## src/rtl/pse_seq_pkg.sv

```systemverilog
package pse_seq_pkg;
  typedef enum logic [1:0] {
    MODE_MANUAL = 2'd0,
    MODE_SEMI   = 2'd1,
    MODE_AUTO   = 2'd2,
    MODE_RSVD   = 2'd3
  } seq_mode_e;

  typedef enum logic [2:0] {
    ST_IDLE    = 3'd0,
    ST_DET1    = 3'd1,
    ST_DET2    = 3'd2,
    ST_CLS     = 3'd3,
    ST_PON     = 3'd4,
    ST_READY   = 3'd5,
    ST_ON      = 3'd6,
    ST_BACKOFF = 3'd7
  } seq_state_e;
endpackage

```

## src/rtl/pse_low_filter.sv

```systemverilog
module pse_low_filter #(
  parameter int FILT_CYC = 125
) (
  input  logic clk,
  input  logic rst,
  input  logic in_n,
  output logic active
);
  localparam int CW = $clog2(FILT_CYC + 1);
  logic [CW-1:0] run_q;

  // active only after FILT_CYC consecutive low samples
  always_ff @(posedge clk) begin
    if (rst) begin
      run_q  <= '0;
      active <= 1'b0;
    end else if (in_n) begin
      run_q  <= '0;
      active <= 1'b0;
    end else begin
      if (run_q != CW'(FILT_CYC)) run_q <= run_q + 1'b1;
      active <= (run_q >= CW'(FILT_CYC - 1));
    end
  end

  assert_active_needs_low_R9: assert property (@(posedge clk) disable iff (rst)
    active |-> ($past(in_n) == 1'b0));
endmodule

```

## src/rtl/pse_ms_window.sv

```systemverilog
module pse_ms_window #(
  parameter int CW = 8
) (
  input  logic          clk,
  input  logic          rst,
  input  logic          restart,
  input  logic          tick,
  input  logic [CW-1:0] limit,
  output logic          expire
);
  logic [CW-1:0] cnt_q;

  assign expire = tick && (cnt_q == limit - 1'b1);

  always_ff @(posedge clk) begin
    if (rst || restart || expire) cnt_q <= '0;
    else if (tick)                cnt_q <= cnt_q + 1'b1;
  end

  assert_window_bound_R2: assert property (@(posedge clk) disable iff (rst)
    cnt_q < limit);
endmodule

```

## src/rtl/pse_seq_fsm.sv

```systemverilog
module pse_seq_fsm
  import pse_seq_pkg::*;
#(
  parameter int DET_PH_MS  = 100,
  parameter int CLS_MS     = 12,
  parameter int PON_MS     = 1,
  parameter int BACKOFF_MS = 250,
  parameter int CLS_W      = 3
) (
  input  logic             clk,
  input  logic             rst,
  input  logic             hold,
  input  logic             tick,
  input  logic [1:0]       mode,
  input  logic             cmd_detect,
  input  logic             cmd_class,
  input  logic             cmd_power,
  input  logic             cmd_reset,
  input  logic             sig_valid,
  input  logic [CLS_W-1:0] cls_code,
  input  logic             pwr_good,
  output logic             gate_en,
  output logic             det_ph1_start,
  output logic             det_ph2_start,
  output logic             cls_start,
  output logic [2:0]       port_state,
  output logic             det_ok,
  output logic [CLS_W-1:0] class_out,
  output logic             ev_det_done,
  output logic             ev_cls_done,
  output logic             ev_pwr_en,
  output logic             ev_pwr_good
);
  localparam int MAX_AB = (DET_PH_MS > CLS_MS) ? DET_PH_MS : CLS_MS;
  localparam int MAX_CD = (PON_MS > BACKOFF_MS) ? PON_MS : BACKOFF_MS;
  localparam int MAXW   = (MAX_AB > MAX_CD) ? MAX_AB : MAX_CD;
  localparam int CW     = $clog2(MAXW + 1);

  seq_state_e st_q, st_nxt;
  logic [CW-1:0] limit;
  logic expire, port_rst, is_auto, is_manual, good_q, good_now;

  assign port_rst  = hold | cmd_reset;
  assign is_auto   = (mode == MODE_AUTO);
  assign is_manual = (mode == MODE_MANUAL) || (mode == MODE_RSVD);

  always_comb begin
    case (st_q)
      ST_DET1, ST_DET2: limit = CW'(DET_PH_MS);
      ST_CLS:           limit = CW'(CLS_MS);
      ST_PON:           limit = CW'(PON_MS);
      ST_BACKOFF:       limit = CW'(BACKOFF_MS);
      default:          limit = CW'(1);
    endcase
  end

  pse_ms_window #(.CW(CW)) win_i (
    .clk(clk), .rst(rst), .restart(st_nxt != st_q), .tick(tick),
    .limit(limit), .expire(expire)
  );

  always_comb begin
    st_nxt = st_q;
    if (port_rst) st_nxt = ST_IDLE;
    else begin
      case (st_q)
        ST_IDLE:    if (!is_manual || cmd_detect) st_nxt = ST_DET1;
        ST_DET1:    if (expire) st_nxt = ST_DET2;
        ST_DET2:    if (expire) begin
                      if (sig_valid) st_nxt = is_manual ? ST_READY : ST_CLS;
                      else           st_nxt = is_manual ? ST_IDLE : ST_BACKOFF;
                    end
        ST_CLS:     if (expire) st_nxt = is_auto ? ST_PON : ST_READY;
        ST_PON:     if (expire) st_nxt = ST_ON;
        ST_READY:   if (is_manual && cmd_class) st_nxt = ST_CLS;
                    else if (cmd_power)         st_nxt = ST_ON;
        ST_BACKOFF: if (expire) st_nxt = is_manual ? ST_IDLE : ST_DET1;
        default:    st_nxt = st_q;
      endcase
    end
  end

  assign good_now = (st_nxt == ST_ON) && pwr_good;

  always_ff @(posedge clk) begin
    if (rst) begin
      st_q <= ST_IDLE;
      gate_en <= 1'b0;
      det_ph1_start <= 1'b0;
      det_ph2_start <= 1'b0;
      cls_start <= 1'b0;
      det_ok <= 1'b0;
      class_out <= '0;
      ev_det_done <= 1'b0;
      ev_cls_done <= 1'b0;
      ev_pwr_en <= 1'b0;
      ev_pwr_good <= 1'b0;
      good_q <= 1'b0;
    end else begin
      st_q          <= st_nxt;
      gate_en       <= (st_nxt == ST_ON);
      det_ph1_start <= (st_nxt == ST_DET1) && (st_q != ST_DET1);
      det_ph2_start <= (st_nxt == ST_DET2) && (st_q == ST_DET1);
      cls_start     <= (st_nxt == ST_CLS) && (st_q != ST_CLS);
      ev_det_done   <= !port_rst && (st_q == ST_DET2) && (st_nxt != ST_DET2);
      ev_cls_done   <= !port_rst && (st_q == ST_CLS) && (st_nxt != ST_CLS);
      ev_pwr_en     <= (st_nxt == ST_ON) && (st_q != ST_ON);
      ev_pwr_good   <= good_now && !good_q;
      good_q        <= good_now;
      if (port_rst || (st_nxt == ST_DET1 && st_q != ST_DET1)) begin
        det_ok    <= 1'b0;
        class_out <= '0;
      end else begin
        if (st_q == ST_DET2 && st_nxt != ST_DET2) det_ok <= sig_valid;
        if (st_q == ST_CLS && st_nxt != ST_CLS) class_out <= cls_code;
      end
    end
  end

  assign port_state = st_q;

  assert_events_exclusive_R2: assert property (@(posedge clk) disable iff (rst)
    $onehot0({ev_det_done, ev_cls_done, ev_pwr_en}));
  assert_ph2_after_ph1_R2: assert property (@(posedge clk) disable iff (rst)
    det_ph2_start |-> ($past(port_state) == 3'd1));
  assert_class_needs_sig_R7: assert property (@(posedge clk) disable iff (rst)
    ev_cls_done |-> det_ok);
  assert_gate_rise_event_R4: assert property (@(posedge clk) disable iff (rst)
    $rose(gate_en) |-> ev_pwr_en);
  assert_ready_needs_cmd_R5: assert property (@(posedge clk) disable iff (rst)
    (ev_pwr_en && $past(port_state) == 3'd5) |-> $past(cmd_power));
  assert_hold_forces_off_R8: assert property (@(posedge clk) disable iff (rst)
    (hold || cmd_reset) |=> (!gate_en && !det_ph1_start));
endmodule

```

## src/rtl/pse_port_seq.sv

```systemverilog
module pse_port_seq
  import pse_seq_pkg::*;
#(
  parameter int DET_PH_MS  = 100,
  parameter int CLS_MS     = 12,
  parameter int PON_MS     = 1,
  parameter int BACKOFF_MS = 250,
  parameter int FILT_CYC   = 125,
  parameter int CLS_W      = 3
) (
  input  logic             clk,
  input  logic             rst,
  input  logic             chip_rst_n,
  input  logic             ms_tick,
  input  logic [1:0]       mode,
  input  logic             cmd_detect,
  input  logic             cmd_class,
  input  logic             cmd_power,
  input  logic             cmd_reset,
  input  logic             shdn_n,
  input  logic             sig_valid,
  input  logic [CLS_W-1:0] cls_code,
  input  logic             pwr_good,
  output logic             gate_en,
  output logic             det_ph1_start,
  output logic             det_ph2_start,
  output logic             cls_start,
  output logic [2:0]       port_state,
  output logic             det_ok,
  output logic [CLS_W-1:0] class_out,
  output logic             ev_det_done,
  output logic             ev_cls_done,
  output logic             ev_pwr_en,
  output logic             ev_pwr_good
);
  localparam int NFILT = 2;   // 0: shutdown pin, 1: chip reset pin
  logic [NFILT-1:0] raw_n, held;
  logic seq_rst;

  assign raw_n = {chip_rst_n, shdn_n};

  for (genvar g = 0; g < NFILT; g++) begin : g_filt
    pse_low_filter #(.FILT_CYC(FILT_CYC)) filt_i (
      .clk(clk), .rst(rst), .in_n(raw_n[g]), .active(held[g])
    );
  end

  assign seq_rst = rst | held[1];

  pse_seq_fsm #(
    .DET_PH_MS(DET_PH_MS), .CLS_MS(CLS_MS), .PON_MS(PON_MS),
    .BACKOFF_MS(BACKOFF_MS), .CLS_W(CLS_W)
  ) fsm_i (
    .clk(clk), .rst(seq_rst), .hold(held[0]), .tick(ms_tick), .mode(mode),
    .cmd_detect(cmd_detect), .cmd_class(cmd_class), .cmd_power(cmd_power),
    .cmd_reset(cmd_reset), .sig_valid(sig_valid), .cls_code(cls_code),
    .pwr_good(pwr_good), .gate_en(gate_en), .det_ph1_start(det_ph1_start),
    .det_ph2_start(det_ph2_start), .cls_start(cls_start),
    .port_state(port_state), .det_ok(det_ok), .class_out(class_out),
    .ev_det_done(ev_det_done), .ev_cls_done(ev_cls_done),
    .ev_pwr_en(ev_pwr_en), .ev_pwr_good(ev_pwr_good)
  );
endmodule

```

## config.mk

```make
export PLATFORM = sky130hd
export DESIGN_NAME = pse_port_seq
export DESIGN_NICKNAME = d
export VERILOG_FILES = /design/src/rtl/pse_seq_pkg.sv /design/src/rtl/pse_low_filter.sv /design/src/rtl/pse_ms_window.sv /design/src/rtl/pse_seq_fsm.sv /design/src/rtl/pse_port_seq.sv
export SDC_FILE = /design/constraint.sdc
export NUM_CORES = 1
export LEC_CHECK = 0
export ABC_AREA = 1
export BUFFER_PORTS_ARGS = -buffer_cell sky130_fd_sc_hd__buf_2
export CAP_MARGIN = 20
export CORE_MARGIN = 4
export CORE_UTILIZATION = 58
export DETAILED_ROUTE_END_ITERATION = 10
export GPL_TIMING_DRIVEN = 0
export PLACE_DENSITY = 0.8
export SYNTH_ARGS = -nofsm -noshare
export SYNTH_HDL_FRONTEND = slang
export SYNTH_HIERARCHICAL = 1
export SYNTH_SLANG_ARGS = --single-unit
export TNS_END_PERCENT = 100
```

## constraint.sdc

```tcl
create_clock -name clk -period 4 [get_ports clk]
set_input_delay 0.6 -clock clk [delete_from_list [all_inputs] [get_ports clk]]
set_output_delay 0.6 -clock clk [all_outputs]
set_load 0.005 [all_outputs]
```

After elaboration in Yosys (flattened, before gate mapping). Cells that the tools add are included.

Output and inout bits: 15. Input port bits: 16. Memory bits (read-only): 0. Bits in registers: 40. Latch bits: 0. Bits in writable memories: 0. Memories kept: 0. Logic and storage cells: 90.

Muxes and demuxes: 16. Equality and inequality tests: 21. $lt $le $gt $ge: 2. $add $sub $neg: 4. Reduce and logical (&&, ||, !) cells: 28. Multiply operators: 0. Shift operators: 0. Bitwise gates (word level): 2. Divide/modulo/power cells: 0.

Operators with widths (count): two-way mux 3 bit (12); case mux 8 bit (3 select lines) (1); case mux 3 bit (7 select lines) (1); adder 7 x 1 -> 7 bit (second input constant) (2); >= comparator 7 bit (second input constant) (2); logical AND 1 bit (14); inequality test 7 bit (second input constant) (2); equality test 3 x 2 -> 1 bit (second input constant) (4); equality test 3 bit (second input constant) (4); inequality test 3 x 2 -> 1 bit (second input constant) (3); adder 8 x 1 -> 8 bit (second input constant) (1); equality test 8 bit (1); OR reduction 2 bit (4); subtractor 8 x 1 -> 8 bit (second input constant) (1); equality test 3 x 1 -> 1 bit (second input constant) (2); logical OR 1 bit (5); equality test 2 bit (second input constant) (2); zero test 1 bit (3); zero test 3 bit (1); inequality test 3 x 1 -> 1 bit (second input constant) (1); inequality test 3 bit (1); inequality test 3 bit (second input constant) (1); zero test 2 bit (1); two-way mux 1 bit (2); bitwise OR 1 bit (2).

Logic depth before layout (Yosys ltp).
Depth in word-level cells: 13. Gate-level depth with buffers: 27. Gate-level depth less buffers: 26.

Cells and area by module. The synthesis kept the hierarchy.

Modules (own cells, without submodules): pse_seq_fsm (cells an instance 145, area each 1036.0 µm², instances 1, seq. area each 320.3 µm²); pse_low_filter (cells an instance 55, area each 436.7 µm², instances 2, seq. area each 160.2 µm²); pse_ms_window (cells an instance 105, area each 655.6 µm², instances 1, seq. area each 160.2 µm²); pse_port_seq (cells an instance 3, area each 11.3 µm², instances 1, seq. area each 0.0 µm²).

Worst setup path after synthesis. No wires, ideal clock.

Kind: register to register. From: register fsm_i.st_q[1], in the netlist fsm_i/port_state[1]. To: register fsm_i.win_i.cnt_q[0]. Cell stages (with the launch flop): 28. Clock period less this slack: 3.032 ns. Path buffers: 1. Data arrival time: 2.968 ns. Data required time: 3.936 ns. Setup slack: 0.968 ns. Setup time: 0.064 ns. Path through: dfxtp_1 > buf_6 > nor2_2 > nor2_1 > nor2_1 > inv_1 > ha_1 > inv_1 > nor2_2 > nand2_1 > nor2_1 > nand2_1 > nand2_1 > inv_1 > nor2_1 > nand2_2 > inv_1 > inv_1 > nor2_1 > nand2_1 > nand3_1 > nor2_4 > nor2_4 > xor2_1 > nand3_1 > nor2_1 > nand2_4 > nor2_1.

Cells in the longest elaborated chain, start to end: 12. Elaborated cells between the ends (all ways): 25. Classes of those cells: 1 x add/sub; 8 x eq/ne; 11 x mux; 5 x reduce/logical.

Ends and longest elaborated chain: from (decl) (line pse_seq_fsm.sv:39) `seq_state_e st_q, st_nxt;`; from (signal assigned) (line pse_seq_fsm.sv:100) `st_q <= st_nxt;`; equality test 3 x 2 -> 1 bit / equality test 3 x 1 -> 1 bit (equally long branches) (line pse_seq_fsm.sv:48) `case (st_q)`; OR reduction 2 bit (line pse_seq_fsm.sv:48); case mux 8 bit (3 select lines) * (line pse_seq_fsm.sv:48); net fsm_i.limit[2] (line pse_seq_fsm.sv:40) `logic [CW-1:0] limit;`; subtractor 8 x 1 -> 8 bit * (line pse_ms_window.sv:13) `assign expire = tick && (cnt_q == limit - 1'b1);`; equality test 8 bit * (line pse_ms_window.sv:13); logical AND 1 bit * (line pse_ms_window.sv:13); net fsm_i.expire (line pse_seq_fsm.sv:41) `logic expire, port_rst, is_auto, is_manual, good_q, good_now;`; two-way mux 3 bit (on tied branches); case mux 3 bit (7 select lines) (line pse_seq_fsm.sv:66) `case (st_q)`; two-way mux 3 bit (line pse_seq_fsm.sv:64) `if (port_rst) st_nxt = ST_IDLE;`; inequality test 3 bit (line pse_seq_fsm.sv:58) `.clk(clk), .rst(rst), .restart(st_nxt != st_q), .tick(tick),`; logical OR 1 bit (line pse_ms_window.sv:16) `if (rst || restart || expire) cnt_q <= '0;`; logical OR 1 bit * (line pse_ms_window.sv:16); to (signal assigned) (line pse_ms_window.sv:17) `else if (tick) cnt_q <= cnt_q + 1'b1;`; to (decl) (line pse_ms_window.sv:11) `logic [CW-1:0] cnt_q;`.

The timed path passes the listed nets; every way through them passes the cells marked *. A chain may end at the register's enable or synchronous reset.

Worst setup path after layout.
From: register fsm_i.st_q[1], in the netlist fsm_i/port_state[1]. To: register fsm_i.win_i.cnt_q[3].

The elaborated chain is that of the path after synthesis.

==> qor.csv <==
metric,value,unit
cts_tree,built,
finalCriticalPeriod,3.48,ns
nets,426,
finalWorstSetupSlack,0.518,ns
area_delta_synth_final,11.8,%
place_ws,0.520,ns
post-route-period-util,0.870,
drive_gt1_frac,0.239,
synth.area.mux_share,0,
wl_per_cell,11.2,um
slew_headroom,0.752,
viasPerCell,5.06,
cts_max_level,2,
clk_pin_slew,0.08,ns
cts.sinks,40,
drv_slew,0,
port_buffers,30,
max_freq,0.287,GHz
cts-root-buf,clkbuf_8,
first_iter_violations,110,
worst_ep_arrival_time,3.71,ns
synth_edf_count,0,
min_path_type,flop to flop,
synth_top_area_cell,dfxtp_1,
grtUsageTotal,0.204,
yosysSeqAreaShare,0.311,
synth_flop_cell,dfxtp_1,
max-cap-violations,0,
p_per_area,274,nW/um^2
yosys.area.top_type_share,0.311,
grt_antenna_before_repair,0,
num_rows,23,
synth.area.top_cells,"dfxtp_1 31%, nand2_1 9.9%, nor2_1 7.6%",
leakage,1.43,nW
yosys_warnings,6,
worst_ep_required_time,4.23,ns
num_vias,2280,
final_cell_mix,"68 x nand2_1, 51 x nor2_1, 48 x inv_1",
fp.dieW,74.6,um
synth_compound_area_frac,0.0588,
die_h,74.6,um
synth_top_family_by_area,simple AND/OR/NAND/NOR gates,
layout_commonest_cell,nand2_1,
cts.path.max_buffers,2,
status,completed,
place_area,2790,sq um
ys_ff_latch,40,
postRouteAntennaNets,0,
critPathMaxFanout,10,
drc,0,
n_antenna_cell,0,
setup_viol,0,
drt_first_pass_iters,4,
hold_viol_final,0,
grt_pass1_wl,8890,um
grt_overflow,0,
place_congestion,0.957,
synth_area_per_cell,7.10,sq um
critPathCaptureType,flop,
grt_max_degree,14,
cts-buffers-inserted,5,
setup_tns,0,ns
fillers,368,
synthXorXnorAreaFrac,0.0612,
power.total,0.790,mW
clock_latency,0.29,ns
hpwl,3930,um
synth_fp_nets,389,
tightest_slew,0.371,ns
synthAdderAreaFrac,0.0486,
rsz0062_at_grt,false,
dieArea,5570,sq um
syn-instance-count,363,
pin_count,31,
vdd_drop_max,0.000202,V
critPathLaunchType,flop,
stdcell_area,2880,sq um
syn_area,2580,sq um
synthSimpleGateAreaFrac,0.420,
grt_pass1_vias,2143,
async_reset_ff_frac,0,
routed_wl,5050,um
path_class,flop to flop,
start_util,0.622,
fp.coreArea,4140,sq um
skew,0.00693,ns
ys_types,32,
cts_hold_buffers,0,
per-layer routing:
| metal | wire, um | vias up | GRT usage |
|---|---|---|---|
| li1 | - | 1206 | - |
| met1 | 2340 | 1016 | 0.251 |
| met2 | 2400 | 49 | 0.345 |
| met3 | 216 | 9 | 0.0387 |
| met4 | 97 | 0 | 0.0929 |
| met5 | 0 | - | 0 |
cell usage after synthesis, types with 4 or more instances:
master / count
nand2_2: 11
xor2_1: 11
nand3_1: 35
a21oi_1: 14
o21ai_1: 6
nor3_1: 4
nor2_2: 9
nor2_4: 8
inv_2: 6
xnor2_1: 7
ha_1: 10
nand2_1: 68
dfxtp_1: 40
o21bai_1: 4
inv_1: 48
nor2_1: 52
nand2_4: 5
layout make-up:
cell class              count  area [sq um]  share of cell area
flip-flops and latches     40           801               0.278
plain buffers               3          33.8              0.0117
well taps                  50          62.6              0.0217
clock inverters             3          18.8             0.00652
clock buffers               5          68.8              0.0239
multi-input cells         262          1520               0.528
inverters                  58           225              0.0782
repair buffers             30           150              0.0522
power breakdown:
group          leakage [nW]  switching, mW  internal, mW
Combinational          1.06         0.0739        0.0449
Clock                0.0479          0.141         0.121
Sequential            0.323        0.00584         0.403
worst max-delay path, cell delays in order (launching register included):
cell and delay [ns]:
dfxtp_1 0.33, buf_6 0.15, nand2_4 0.12, inv_1 0.13, nor2_1 0.27, inv_1 0.13, ha_1 0.24, inv_1 0.09
nand2_1 0.07, nand2_1 0.07, nand2_1 0.05, nand2_1 0.07, nand3_1 0.08, nor2_1 0.15, nand2_2 0.09, inv_1 0.14
inv_1 0.13, nor2_1 0.14, nand2_1 0.07, nand3_1 0.11, nor2_4 0.07, nor2_4 0.10, xor2_1 0.15, nand3_1 0.08
nor2_1 0.18, nand2_4 0.11, nor2_1 0.09
cells by family (layout without fill, tap and decap cells):
family,Yosys count,after routing
AOI/OAI and AO/OA,27,27
xor gates and xnor gates,18,18
adders and majority gates,10,10
buffers and inverters,61,99
DFF,40,40
and+or+nand+nor,207,207
final timing paths:
path	startpoint	endpoint	slack, ns	cells after the start
worst max register to register	fsm_i/port_state[1]	fsm_i/win_i/cnt_q[3]	0.52	26
worst min-delay path	fsm_i/good_q	fsm_i/ev_pwr_good	0.39	1
worst min register to register	fsm_i/good_q	fsm_i/ev_pwr_good	0.39	1
worst max-delay path	fsm_i/port_state[1]	fsm_i/win_i/cnt_q[3]	0.52	26
registers in the layout, summed over array words and instances, names as in the netlist:
register	count
fsm_i/class_out	3
fsm_i/ev_cls_done	1
fsm_i/det_ph2_start	1
g_filt.filt_i/run_q	14
fsm_i/good_q	1
fsm_i/port_state	3
fsm_i/win_i/cnt_q	8
fsm_i/cls_start	1
fsm_i/ev_pwr_en	1
fsm_i/det_ph1_start	1
fsm_i/ev_pwr_good	1
g_filt.filt_i/active	2
fsm_i/ev_det_done	1
fsm_i/det_ok	1
fsm_i/gate_en	1
metrics by stage:
stage,instances,utilization,hold slack [ns]
floorplan,363,-,0.368
global placement,443,0.673,0.370
detailed placement,443,0.673,0.389
CTS,451,0.694,0.400
global route,451,0.695,0.421
finish,451,0.695,0.395
what timing repair did:
action | 4_1_cts | 5_1_grt
endpoints found under the hold margin | 0 | 0
setup buffers | 0 | 0
endpoints found under the setup margin | 0 | 5
resized for setup | 0 | 1
No activity file was read; power rests on OpenSTA's default activity.
